## src/rtl/dlyCfgPkg.sv

```systemverilog
package dlyCfgPkg;
  typedef struct packed {
    logic shiftEn;
    logic loadEn;
  } cfgStrobe_t;
endpackage

```

## src/rtl/dlySync.sv

```systemverilog
module dlySync #(
  parameter int STAGES = 2
) (
  input  logic clk,
  input  logic rstN,
  input  logic d,
  output logic q
);
  logic [STAGES-1:0] stageR;

  always_ff @(posedge clk or negedge rstN) begin
    if (!rstN) stageR <= '0;
    else       stageR <= {stageR[STAGES-2:0], d};
  end

  assign q = stageR[STAGES-1];
endmodule

```

## src/rtl/dlyCfgCtrl.sv

```systemverilog
module dlyCfgCtrl
  import dlyCfgPkg::*;
#(
  parameter int SYNC_STAGES = 2
) (
  input  logic       clk,
  input  logic       rstN,
  input  logic       serClk,
  input  logic       serData,
  input  logic       loadStrobe,
  output cfgStrobe_t strobe,
  output logic       dataBit
);
  localparam int NUM_IN = 3;

  logic [NUM_IN-1:0] rawIn;
  logic [NUM_IN-1:0] syncOut;
  logic clkPrev, loadPrev;

  assign rawIn = {loadStrobe, serData, serClk};

  for (genvar i = 0; i < NUM_IN; i++) begin : gSync
    dlySync #(.STAGES(SYNC_STAGES)) syncI (
      .clk (clk),
      .rstN(rstN),
      .d   (rawIn[i]),
      .q   (syncOut[i])
    );
  end

  always_ff @(posedge clk or negedge rstN) begin
    if (!rstN) begin
      clkPrev  <= 1'b0;
      loadPrev <= 1'b0;
    end else begin
      clkPrev  <= syncOut[0];
      loadPrev <= syncOut[2];
    end
  end

  assign strobe.shiftEn = syncOut[0] & ~clkPrev;
  assign strobe.loadEn  = syncOut[2] & ~loadPrev;
  assign dataBit        = syncOut[1];
endmodule

```

## src/rtl/dlyCfgDatapath.sv

```systemverilog
module dlyCfgDatapath
  import dlyCfgPkg::*;
#(
  parameter int CODE_W  = 9,
  parameter int FRAME_W = CODE_W + 2
) (
  input  logic               clk,
  input  logic               rstN,
  input  cfgStrobe_t         strobe,
  input  logic               dataBit,
  output logic [FRAME_W-1:0] frameBits,
  output logic [CODE_W-1:0]  delayCode0,
  output logic [CODE_W-1:0]  delayCode1,
  output logic               extendedMode,
  output logic               out0Enable,
  output logic               route1FromIn0
);
  localparam int SEL_POS  = 0;
  localparam int MODE_POS = 1;
  localparam int CODE_LSB = 2;

  logic [FRAME_W-1:0] frameR;
  logic [CODE_W-1:0]  codeR [2];
  logic               modeR;
  logic [CODE_W-1:0]  payload;

  assign payload = frameR[CODE_LSB +: CODE_W];

  always_ff @(posedge clk or negedge rstN) begin
    if (!rstN)               frameR <= '0;
    else if (strobe.shiftEn) frameR <= {dataBit, frameR[FRAME_W-1:1]};
  end

  for (genvar ch = 0; ch < 2; ch++) begin : gChan
    always_ff @(posedge clk or negedge rstN) begin
      if (!rstN)
        codeR[ch] <= '0;
      else if (strobe.loadEn && (frameR[SEL_POS] == ch[0]))
        codeR[ch] <= payload;
    end
  end

  always_ff @(posedge clk or negedge rstN) begin
    if (!rstN)              modeR <= 1'b0;
    else if (strobe.loadEn) modeR <= frameR[MODE_POS];
  end

  assign frameBits     = frameR;
  assign delayCode0    = codeR[0];
  assign delayCode1    = codeR[1];
  assign extendedMode  = modeR;
  assign out0Enable    = ~modeR;
  assign route1FromIn0 = modeR;
endmodule

```

## src/rtl/dlyCfgLoader.sv

```systemverilog
module dlyCfgLoader
  import dlyCfgPkg::*;
#(
  parameter int CODE_W      = 9,
  parameter int SYNC_STAGES = 2
) (
  input  logic              clk,
  input  logic              rstN,
  input  logic              serClk,
  input  logic              serData,
  input  logic              loadStrobe,
  output logic [CODE_W-1:0] delayCode0,
  output logic [CODE_W-1:0] delayCode1,
  output logic              extendedMode,
  output logic              out0Enable,
  output logic              route1FromIn0
);
  localparam int FRAME_W = CODE_W + 2;

  cfgStrobe_t         strobe;
  logic               dataBit;
  logic [FRAME_W-1:0] frameBits;

  dlyCfgCtrl #(.SYNC_STAGES(SYNC_STAGES)) ctrlI (
    .clk       (clk),
    .rstN      (rstN),
    .serClk    (serClk),
    .serData   (serData),
    .loadStrobe(loadStrobe),
    .strobe    (strobe),
    .dataBit   (dataBit)
  );

  dlyCfgDatapath #(.CODE_W(CODE_W), .FRAME_W(FRAME_W)) dpI (
    .clk          (clk),
    .rstN         (rstN),
    .strobe       (strobe),
    .dataBit      (dataBit),
    .frameBits    (frameBits),
    .delayCode0   (delayCode0),
    .delayCode1   (delayCode1),
    .extendedMode (extendedMode),
    .out0Enable   (out0Enable),
    .route1FromIn0(route1FromIn0)
  );
endmodule

```

## config.mk

```make
export PLATFORM = sky130hd
export DESIGN_NAME = dlyCfgLoader
export DESIGN_NICKNAME = d
export VERILOG_FILES = /design/src/rtl/dlyCfgPkg.sv /design/src/rtl/dlySync.sv /design/src/rtl/dlyCfgCtrl.sv /design/src/rtl/dlyCfgDatapath.sv /design/src/rtl/dlyCfgLoader.sv
export SDC_FILE = /design/constraint.sdc
export NUM_CORES = 1
export LEC_CHECK = 0
export ABC_AREA = 1
export CAP_MARGIN = 20
export CORE_MARGIN = 5
export CORE_UTILIZATION = 52
export DETAILED_ROUTE_END_ITERATION = 10
export PLACE_DENSITY = 0.85
export SLEW_MARGIN = 5
export SYNTH_ARGS = -nofsm -noshare
export SYNTH_HDL_FRONTEND = slang
export SYNTH_SLANG_ARGS = --single-unit
```

## constraint.sdc

```tcl
create_clock -name clk -period 1.8 [get_ports clk]
set_clock_uncertainty 0.2 [all_clocks]
set_input_delay 0.27 -clock clk [delete_from_list [all_inputs] [get_ports clk]]
set_output_delay 0.27 -clock clk [all_outputs]
set_load 0.01 [all_outputs]
```

Word level (Yosys, flattened, before mapping)
Index checks and enable logic that the tools add are counted.
Cells by class
  reduce and logical (&&, ||, !) cells: 2
  bitwise operators: 6
  multiply operators: 0
  $add $sub $neg: 0
  equal/unequal tests: 0
  div/mod/pow operators: 0
  shift-type cells: 0
  muxes and demuxes: 0
  order comparisons: 0
Operators by type and width (count)
  NOT 1 bit: 4
  bitwise AND 1 bit: 2
  logical AND 1 bit: 2
Word-level totals
  bits of input ports: 5
  memory bits (read-only): 0
  output and inout bits: 21
  memories kept: 0
  bits in writable memories: 0
  register bits: 38
  bits in latches: 0
  logic and storage cells: 17

Logic depth before layout (Yosys ltp)
Gate-level depths: netlist of run 1.
  depth in word-level cells: 3
  mapped depth: 5
  mapped depth without buffers: 4

Hierarchy
A second synthesis of run 1 with hierarchy kept.
Second synthesis, totals
  cell total of the unflattened synthesis: 136
  area, all modules: 1397.6 sq um
By module, submodules not included
  dlyCfgDatapath: cells an instance 124, sequential area each 750.7 sq um, area each 1177.4 sq um, times used 1
  dlySync: cells an instance 2, sequential area each 50.0 sq um, area each 50.0 sq um, times used 3
  dlyCfgCtrl: cells an instance 6, sequential area each 50.0 sq um, area each 70.1 sq um, times used 1

Worst setup path before layout of run 1
OpenSTA, ideal clock, no wires.
  kind: reg2reg
  start: reg dpI.frameR[0] (netlist: dpI.frameBits[0])
  end: reg dpI.codeR (netlist bit dpI.delayCode0[0])
  clock period less this slack: 1118 ps
  arrival time: 801 ps
  path slack: 682 ps
  data required time: 1483 ps
  cell stages (with the launch flop): 5
  cells stage by stage: dfrtp_1 > inv_2 > nand3_2 > nand2_1 > nand2_1
Between the ends
  longest elaborated chain between the ends: 2
Ends and longest elaborated chain
  start: declaration: RTL line dlyCfgDatapath.sv:22  | logic [FRAME_W-1:0] frameR;
  start signal: assignment: RTL line dlyCfgDatapath.sv:31  | else if (strobe.shiftEn) frameR <= {dataBit, frameR[FRAME_W-1:1]};
  NOT 1 bit: RTL line dlyCfgDatapath.sv:38  | else if (strobe.loadEn && (frameR[SEL_POS] == ch[0]))
  logical AND 1 bit: RTL line dlyCfgDatapath.sv:38
  end signal: indexed assignment: RTL line dlyCfgDatapath.sv:39  | codeR[ch] <= payload;
  end: declaration: RTL line dlyCfgDatapath.sv:23  | logic [CODE_W-1:0] codeR [2];
No other way between the ends.
A chain may end at the register's enable or synchronous reset.

Final worst setup path of run 1
  start: reg dpI.modeR (netlist: dpI.extendedMode)
  end: out extendedMode
RTL lines
  start: declaration: RTL line dlyCfgDatapath.sv:24  | logic modeR;
  start signal: assignment: RTL line dlyCfgDatapath.sv:45  | else if (strobe.loadEn) modeR <= frameR[MODE_POS];
  end: declaration: RTL line dlyCfgLoader.sv:14  | output logic extendedMode,
No word-level cell between the ends.

==> results.ini, run 1 <==
[run_status]
run_status = completed

[logic_synthesis]
synth_cells = 144
synth-main-ff-cell = dfrtp_1
synth_common_cells = nand2_1 (60), dfrtp_1 (38), nand4_1 (18)
yosysTopAreaCellShare_pct = 65.6
synth-seq-cells = 38
ys_warn_count = 0
yosysSeqAreaShare_pct = 65.6
synth_edf_count = 0
syn_avg_cell_area_sq_um = 10.1
ys_top_cells_by_area = dfrtp_1 (66%), nand2_1 (16%), nand4_1 (7.8%)
yosys.area.top_type = dfrtp_1
synth_most_common_cell = nand2_1
ys_async_sr_fraction_pct = 100
syn-num-nets = 149
syn_area_sq_mm = 0.00145
synth_cell_types = 12

[floorplan]
start_util_pct = 53.5
fp.dieH_microns = 62.8
die_w_microns = 62.8
top_level_ports = 26
rows = 19
dieArea_sq_mm = 0.00395
core-area_sq_mm = 0.00271

[clocking]
numCtsBuffers = 5
cts_max_level = 2
cts.clk_slew.worst_paths_ns = 0.11
cts_tree = yes
worstSkewPairLatency_ns = 0.33
ctsHoldBuffers = 0
cts_sinks = 38
root_buffer = clkbuf_4
cts_resized = 1
cts_setup_buffers = 0
clk_path_buf_depth = 2

[drt]
wirelength_microns = 2760
wl_per_cell_microns = 13.6
remaining_drc_errors = 0
first_iter_violations = 49
dr.pass1.iters = 4
drtAntennaViolNets = 0
vias_per_cell = 5.48
via_count = 1106

[worst_setup_path]
rr_endpoint = dpI.delayCode0[5]
path_cells = clkdlybuf4s50_1
cp_top_family = buffers and inverters
cp-end-kind = primary output
cp.required_ns = 1.33
regToRegSetupSlack_ns = 0.32
crit_path_start_kind = flop
cp_max_fo = 4
slowest_delay_ns = 0.55
timing.rr.start = dpI.frameBits[0]
worst_ep_arrival_time_ns = 1.26
r2r_cells = 4
crit_buf_inv = 1
slowest_stage = clkdlybuf4s50_1
crit_type = flop to primary output
crit_start = dpI.extendedMode

[pwr]
p_int_mw = 1.51
swShare_pct = 28.8
clkPwrFrac_pct = 24.8
total_power_mw = 2.12
sequentialPowerShare_pct = 53.3
p_switching_mw = 0.610
comb_power_share_pct = 21.9
ir_drop_mv = 0.898
p_per_area_mw_per_mm2 = 1190
p_leak_nw = 0.919

[sta]
period_needed_ns = 1.73
slew_headroom_pct = 69.5
max_freq_mhz = 578
hold_violations = 0
tightestPinTransition_ns = 0.458
setup_viol = 0
fin_setup_tns_ns = 0
rsz0062_at_grt = false
period_share_pct = 96.1
drv_slew = 0

[global_route]
grt_max_degree = 39
gr-usage-met2_pct = 25.9
gr-usage-met3_pct = 6.47
grt_first_pass_wirelength_microns = 5040
overflow = 0
grt_usage_pct = 15.7
antenna_found_initial = 0
grt_pass1_vias = 1105
grt_util_met1_pct = 19.0
busiest_layer = met2

[placed_design]
dp_cells = 194
routabilityCongestion = 0.764
dpl.hpwl_microns = 1990
io_buffers = 25

[hold_path]
hp-class = input pin to asynchronous set/reset pin

[finish]
insertedDiodeCount = 0
instances_no_fill = 202
syn_to_final_growth_pct = 23.2
fin_nets = 175
drive_gt1_share_pct = 8.19
fin_util_pct = 65.9

[run]
drv_cap = 0

[how the worst max path moves through the flow]
stage,endpoint,cells after the start
finish,extendedMode,1
global placement,out0Enable,2
CTS,extendedMode,1
detailed placement,out0Enable,2
floorplan,dpI.delayCode0[0],4
global route,extendedMode,1
[cell families (layout without fill, tap and decap cells)]
family | Yosys count | in the layout | synth area share, %
simple gates | 90 | 90 | 28.6
flops | 38 | 38 | 65.6
buf+inv | 14 | 41 | 5.09
compound gates | 2 | 2 | 0.690
[cell type report]
class / count / area, sq um
Sequential cell: 38 / 951
Fill cell: 219 / 923
Multi-Input combinational cell: 92 / 425
Timing Repair Buffer: 28 / 274
Clock buffer: 8 / 78.8
Tap cell: 31 / 38.8
Inverter: 5 / 18.8
[per-layer routing]
layer,routed length (microns),vias to the layer above,share of wire [%]
li1,-,526,-
met1,1120,539,41
met2,1400,37,51
met3,204,4,7.4
met4,25,0,0.91
met5,0,-,0
[state kept, by name, summed over array words and instances (netlist names)]
name,flops
ctrlI.gSync.syncI.stageR,6
dpI.frameBits,11
dpI.delayCode0,9
dpI.extendedMode,1
ctrlI.loadPrev,1
ctrlI.clkPrev,1
dpI.delayCode1,9
[cells in the final DEF, fill, tap and decap left out]
cell	count
dfrtp_1	38
clkbuf_4	5
nand4_1	18
nand2_1	60
nand3_2	1
clkdlybuf4s50_1	23
buf_4	3
inv_1	4
clkbuf_8	3
dlygate4sd2_1	1
nand3_4	1
dlymetal6s2s_1	1
o21ai_0	1
inv_2	1
o21ai_1	1
nand3_1	10
[power by group through the flow]
stage	Combinational (mW)	Sequential (mW)	Clock, mW
5_1_grt	0.514	1.15	0.581
4_1_cts	0.474	1.13	0.534
3_5_place_dp	0.478	1.15	0
2_1_floorplan	0.186	1.15	0
6_report	0.464	1.13	0.525
3_3_place_gp	0.457	1.13	0
[metrics by stage]
stage / hold WS, ns / setup slack (ns) / area, sq um
floorplan: -0.226 / 0.682 / 1450
global placement: 0.133 / 0.377 / 1710
detailed placement: 0.139 / 0.338 / 1710
CTS: 0.158 / 0.0404 / 1780
global route: 0.148 / 0.00476 / 1790
finish: 0.148 / 0.0698 / 1790
(Power assumes the default switching activity.)
==> run 2: changes to the inputs <==
--- a/config.mk
+++ b/config.mk
@@ -7,9 +7,11 @@
 export LEC_CHECK = 0
 export ABC_AREA = 1
 export CAP_MARGIN = 20
-export CORE_MARGIN = 5
-export CORE_UTILIZATION = 52
+export CELL_PAD_IN_SITES_DETAIL_PLACEMENT = 1
+export CELL_PAD_IN_SITES_GLOBAL_PLACEMENT = 2
+export CORE_UTILIZATION = 40
 export DETAILED_ROUTE_END_ITERATION = 10
+export DONT_BUFFER_PORTS = 1
 export PLACE_DENSITY = 0.85
 export SLEW_MARGIN = 5
 export SYNTH_ARGS = -nofsm -noshare
==> run 2 against run 1 <==
Compared with the run above: sequential power is 6% higher; routed wire length grew 14%; first-iteration DRC count grew 6.1%; combinational power decreased by 52%; worst hold slack better by 0.012 ns; flip-flop and latch count unchanged; setup slack gained 0.24 ns; total power is 11% lower; largest power group unchanged.
==> results.ini, run 2 (synthesis results as in run 1) <==
[sta]
period_share_pct = 82.5
setup_viol = 0
rsz0062_at_grt = false
setup_ws_ns = 0.314
fin_setup_tns_ns = 0
hold_violations = 0
period_needed_ns = 1.49
max_freq_mhz = 673
drv_slew = 0
hold_slack_ns = 0.159
slew_headroom_pct = 62.2
tightestPinTransition_ns = 0.567

[pwr]
clkPwrFrac_pct = 24.5
total_power_mw = 1.88
p_leak_nw = 0.840
comb_power_share_pct = 11.8
sequentialPowerShare_pct = 63.7
p_per_area_mw_per_mm2 = 1170
swShare_pct = 32.3
ir_drop_mv = 0.431
p_int_mw = 1.27
p_switching_mw = 0.608

[clocking]
cts_sinks = 38
cts.clk_slew.worst_paths_ns = 0.11
cts_max_level = 2
numCtsBuffers = 5
cts_setup_buffers = 0
worstSkewPairLatency_ns = 0.34
ctsHoldBuffers = 5
root_buffer = clkbuf_4
clk_path_buf_depth = 2
cts_resized = 0
cts_tree = yes

[global_route]
grt_usage_pct = 19.1
grt_max_degree = 39
grt_first_pass_wirelength_microns = 5690
grt_pass1_vias = 1115
overflow = 0
antenna_found_initial = 0

[finish]
layout_commonest_cell = nand2_1
drive_gt1_share_pct = 10.5
instances_no_fill = 199
fin_nets = 157
syn_to_final_growth_pct = 11.0
largest_reg_flops = 11
final_cell_mix = nand2_1 (60), dfrtp_1 (38), nand4_1 (18)
fin_util_pct = 47.1
post-route-cell-area_sq_mm = 0.00161
insertedDiodeCount = 0

[placed_design]
dp_cells = 186
dpl_worst_slack_ns = 0.358
placed_cell_area_sq_mm = 0.00149
dpl.hpwl_microns = 2110
routabilityCongestion = 0.728
io_buffers = 0

[run]
drv_cap = 0

[drt]
drtAntennaViolNets = 0
remaining_drc_errors = 0
first_iter_violations = 52
wirelength_microns = 3140
dr.pass1.iters = 4
vias_per_cell = 5.34
wl_per_cell_microns = 15.8
via_count = 1062

[hold_path]
hp-class = flop to flop

[run_status]
run_status = completed

[worst_setup_path]
worst_ep_arrival_time_ns = 1.52
cp_max_fo = 18
cp-end-kind = flop
crit_path_start_kind = flop
cp.required_ns = 1.83
crit_type = flop to flop

[floorplan]
dieArea_sq_mm = 0.00387
core-area_sq_mm = 0.00342
die_w_microns = 62.2
fp.dieH_microns = 62.2
top_level_ports = 26
start_util_pct = 42.5
rows = 21

==> run 2: power groups by stage <==
stage | Combinational, mW | Clock [mW] | Sequential [mW]
floorplan | 0.186 | 0 | 1.15
global placement | 0.180 | 0 | 1.21
detailed placement | 0.195 | 0 | 1.22
CTS | 0.225 | 0.477 | 1.20
global route | 0.266 | 0.516 | 1.22
finish | 0.222 | 0.461 | 1.20
==> run 2: critical path: stages (launching register included) <==
cell and delay [ns]:
dfrtp_1 0.72, nand3_2 0.27, nand2_1 0.12, nand2_1 0.07
==> run 2: final cells by class <==
class | instances | area, sq um
Tap cell | 46 | 57.6
Clock buffer | 7 | 55.1
Sequential cell | 38 | 951
Multi-Input combinational cell | 92 | 425
Fill cell | 386 | 1810
Inverter | 5 | 18.8
Timing Repair Buffer | 10 | 97.6
Clock inverter | 1 | 5.00
==> run 2: worst paths after layout <==
path / slack [ns] / cells past startpoint / endpoint / startpoint
setup reg to reg: 0.31 / 3 / dpI.delayCode0[2] / ctrlI.gSync[2].syncI.stageR[1]
hold reg to reg: 0.16 / 0 / ctrlI.gSync[0].syncI.stageR[1] / ctrlI.gSync[0].syncI.stageR[0]
max in group asynchronous: 1.03 / 2 / dpI.delayCode1[4] / rstN
hold / removal: 0.16 / 0 / ctrlI.gSync[0].syncI.stageR[1] / ctrlI.gSync[0].syncI.stageR[0]
min in group asynchronous: 0.18 / 2 / dpI.delayCode0[5] / rstN
setup / recovery: 0.31 / 3 / dpI.delayCode0[2] / ctrlI.gSync[2].syncI.stageR[1]
==> run 2: layer usage <==
layer	global-route usage [%]	wire length [microns]	up-vias
li1	-	-	494
met1	23.4	1390	540
met2	32.1	1580	24
met3	5.15	132	4
met4	6.98	28	0
met5	0	0	-
==> run 3: changes to the inputs <==
--- a/config.mk
+++ b/config.mk
@@ -9,10 +9,10 @@
 export CAP_MARGIN = 20
 export CELL_PAD_IN_SITES_DETAIL_PLACEMENT = 1
 export CELL_PAD_IN_SITES_GLOBAL_PLACEMENT = 2
-export CORE_UTILIZATION = 40
+export CORE_UTILIZATION = 34
 export DETAILED_ROUTE_END_ITERATION = 10
 export DONT_BUFFER_PORTS = 1
-export PLACE_DENSITY = 0.85
+export PLACE_DENSITY = 0.78
 export SLEW_MARGIN = 5
 export SYNTH_ARGS = -nofsm -noshare
 export SYNTH_HDL_FRONTEND = slang
==> constraint.sdc (replaced) <==
create_clock -name clk -period 1.19 [get_ports clk]
set_clock_uncertainty 0.2 [all_clocks]
set_input_delay 0.1785 -clock clk [delete_from_list [all_inputs] [get_ports clk]]
set_output_delay 0.1785 -clock clk [all_outputs]
set_load 0.01 [all_outputs]
==> run 3 against run 2 <==
Compared with the run above: the flow now finishes with violations (hold timing, setup timing); setup slack worse by 0.37 ns; sequential share of layout area is 7.5 points lower; cell count is 8.0% higher; first-iteration DRC count is 25% lower; via count is 4.0% higher; register-to-register slack worse by 0.33 ns; sequential power is 51% higher; utilization is 1.5 points lower; final area is 15% higher; critical path depth is 2 lower; non-clock buffer count is 10 higher; total power is 92% higher; critical path type is now flop to primary output; critical endpoint is now out0Enable; largest power group unchanged; highest routed layer unchanged.
==> results.ini, run 3 (synthesis results as in run 1) <==
[clocking]
cts_tree = yes
worstSkewPairLatency_ns = 0.29
clk_path_buf_depth = 2
cts_max_level = 2
root_buffer = clkbuf_8
numCtsBuffers = 5
cts_sinks = 38
ctsHoldBuffers = 3
cts.clk_slew.worst_paths_ns = 0.08

[run_status]
run_status = complete, but fails checks
violations = hold timing, setup timing

[global_route]
grt_usage_pct = 16.4
grt_max_degree = 39
antenna_found_initial = 0
grt_first_pass_wirelength_microns = 5300
grt_pass1_vias = 1128
overflow = 0

[worst_setup_path]
cp-end-kind = primary output
cp.required_ns = 0.81
crit_type = flop to primary output
slowest_delay_ns = 0.47
worst_ep_arrival_time_ns = 0.86
path_cells = inv_2
slowest_stage = dfrtp_2
crit_buf_inv = 1
crit_path_start_kind = flop
cp_max_fo = 4
cp_top_family = flip-flops

[pwr]
ir_drop_mv = 0.688
p_per_area_mw_per_mm2 = 1960
total_power_mw = 3.62
p_leak_nw = 0.934

[placed_design]
dpl.hpwl_microns = 2250
io_buffers = 0
placed_cell_area_sq_mm = 0.00154
routabilityCongestion = 0.806

[finish]
drive_gt1_share_pct = 25.5
final_cell_mix = nand2_1 (53), dfrtp_1 (35), nand4_1 (18)
n_fill_cell = 468
final-seq-area_sq_um = 955
post-route-cell-area_sq_mm = 0.00185
insertedDiodeCount = 0
fin_nets = 169
layout_commonest_cell = nand2_1
multiInputGateArea_sq_um = 485
syn_to_final_growth_pct = 27.6
largest_reg_flops = 11

[sta]
period_share_pct = 104
period_needed_ns = 1.24
hold_slack_ns = -0.631
hold_violations = 38
tightestPinTransition_ns = 0.219
setup_ws_ns = -0.0517
max_freq_mhz = 805
drv_slew = 0
rsz0062_at_grt = true
setup_viol = 4
fin_setup_tns_ns = -0.0871
slew_headroom_pct = 85.3

[drt]
vias_per_cell = 5.14
via_count = 1105
first_iter_violations = 39
wl_per_cell_microns = 16.2
wirelength_microns = 3480
remaining_drc_errors = 0
dr.pass1.iters = 4
drtAntennaViolNets = 0

[floorplan]
start_util_pct = 35.7
die_w_microns = 67.3
rows = 23
dieArea_sq_mm = 0.00453
top_level_ports = 26
fp.dieH_microns = 67.3
core-area_sq_mm = 0.00406

[hold_path]
hp-class = input pin to asynchronous set/reset pin

[run]
drv_cap = 0

run 3: cell type report:
cell class	instances	share of cell area [%]
Timing Repair Buffer	20	9.94
Tap cell	50	3.38
Inverter	5	1.15
Clock inverter	2	3.25
Sequential cell	38	51.6
Clock buffer	6	4.46
Multi-Input combinational cell	94	26.2
run 3: per-layer routing:
metal	wire length (microns)	GRT usage (%)	part of all wire [%]	vias to the layer above
met1	1440	18.8	41	559
met3	166	4.73	4.8	6
met4	57	7.98	1.6	0
li1	-	-	-	515
met5	0	0	0	-
met2	1810	28.0	52	25
run 3: timing repair:
action | in CTS | in global routing
setup buffers | 0 | 6
pin swaps | 0 | 2
endpoints found under the setup margin | 22 | 19
gates resized for setup | 7 | 16
gates cloned | 0 | 2
hold endpoints to repair | 41 | 38
run 3: metrics by stage:
stage | util [%] | worst slack (ns) | instances
5_1_grt | 45.6 | -0.0794 | 215
4_1_cts | 42.6 | -0.0596 | 207
3_5_place_dp | 38.0 | -0.0285 | 196
6_report | 45.6 | -0.0517 | 215
3_3_place_gp | 38.0 | 0.0180 | 196
2_1_floorplan | - | 0.0717 | 144
run 3: final timing paths:
kind                                                  end                      startpoint  slack, ns  cells after the start
setup / recovery                               out0Enable                dpI.extendedMode      -0.05                      1
hold / removal                           dpI.extendedMode                            rstN      -0.63                      0
setup reg to reg                        dpI.delayCode1[6]                  ctrlI.loadPrev      -0.02                      5
hold reg to reg            ctrlI.gSync[2].syncI.stageR[1]  ctrlI.gSync[2].syncI.stageR[0]       0.16                      0
max in group asynchronous                   ctrlI.clkPrev                            rstN       1.34                      0
min in group clk           ctrlI.gSync[2].syncI.stageR[1]  ctrlI.gSync[2].syncI.stageR[0]       0.16                      0
run 3: power breakdown:
group | total, mW | leakage (nW) | switching (mW) | internal (mW)
Sequential | 1.81 | 0.492 | 0.287 | 1.52
Combinational | 0.461 | 0.371 | 0.254 | 0.207
Clock | 1.35 | 0.0714 | 0.460 | 0.894
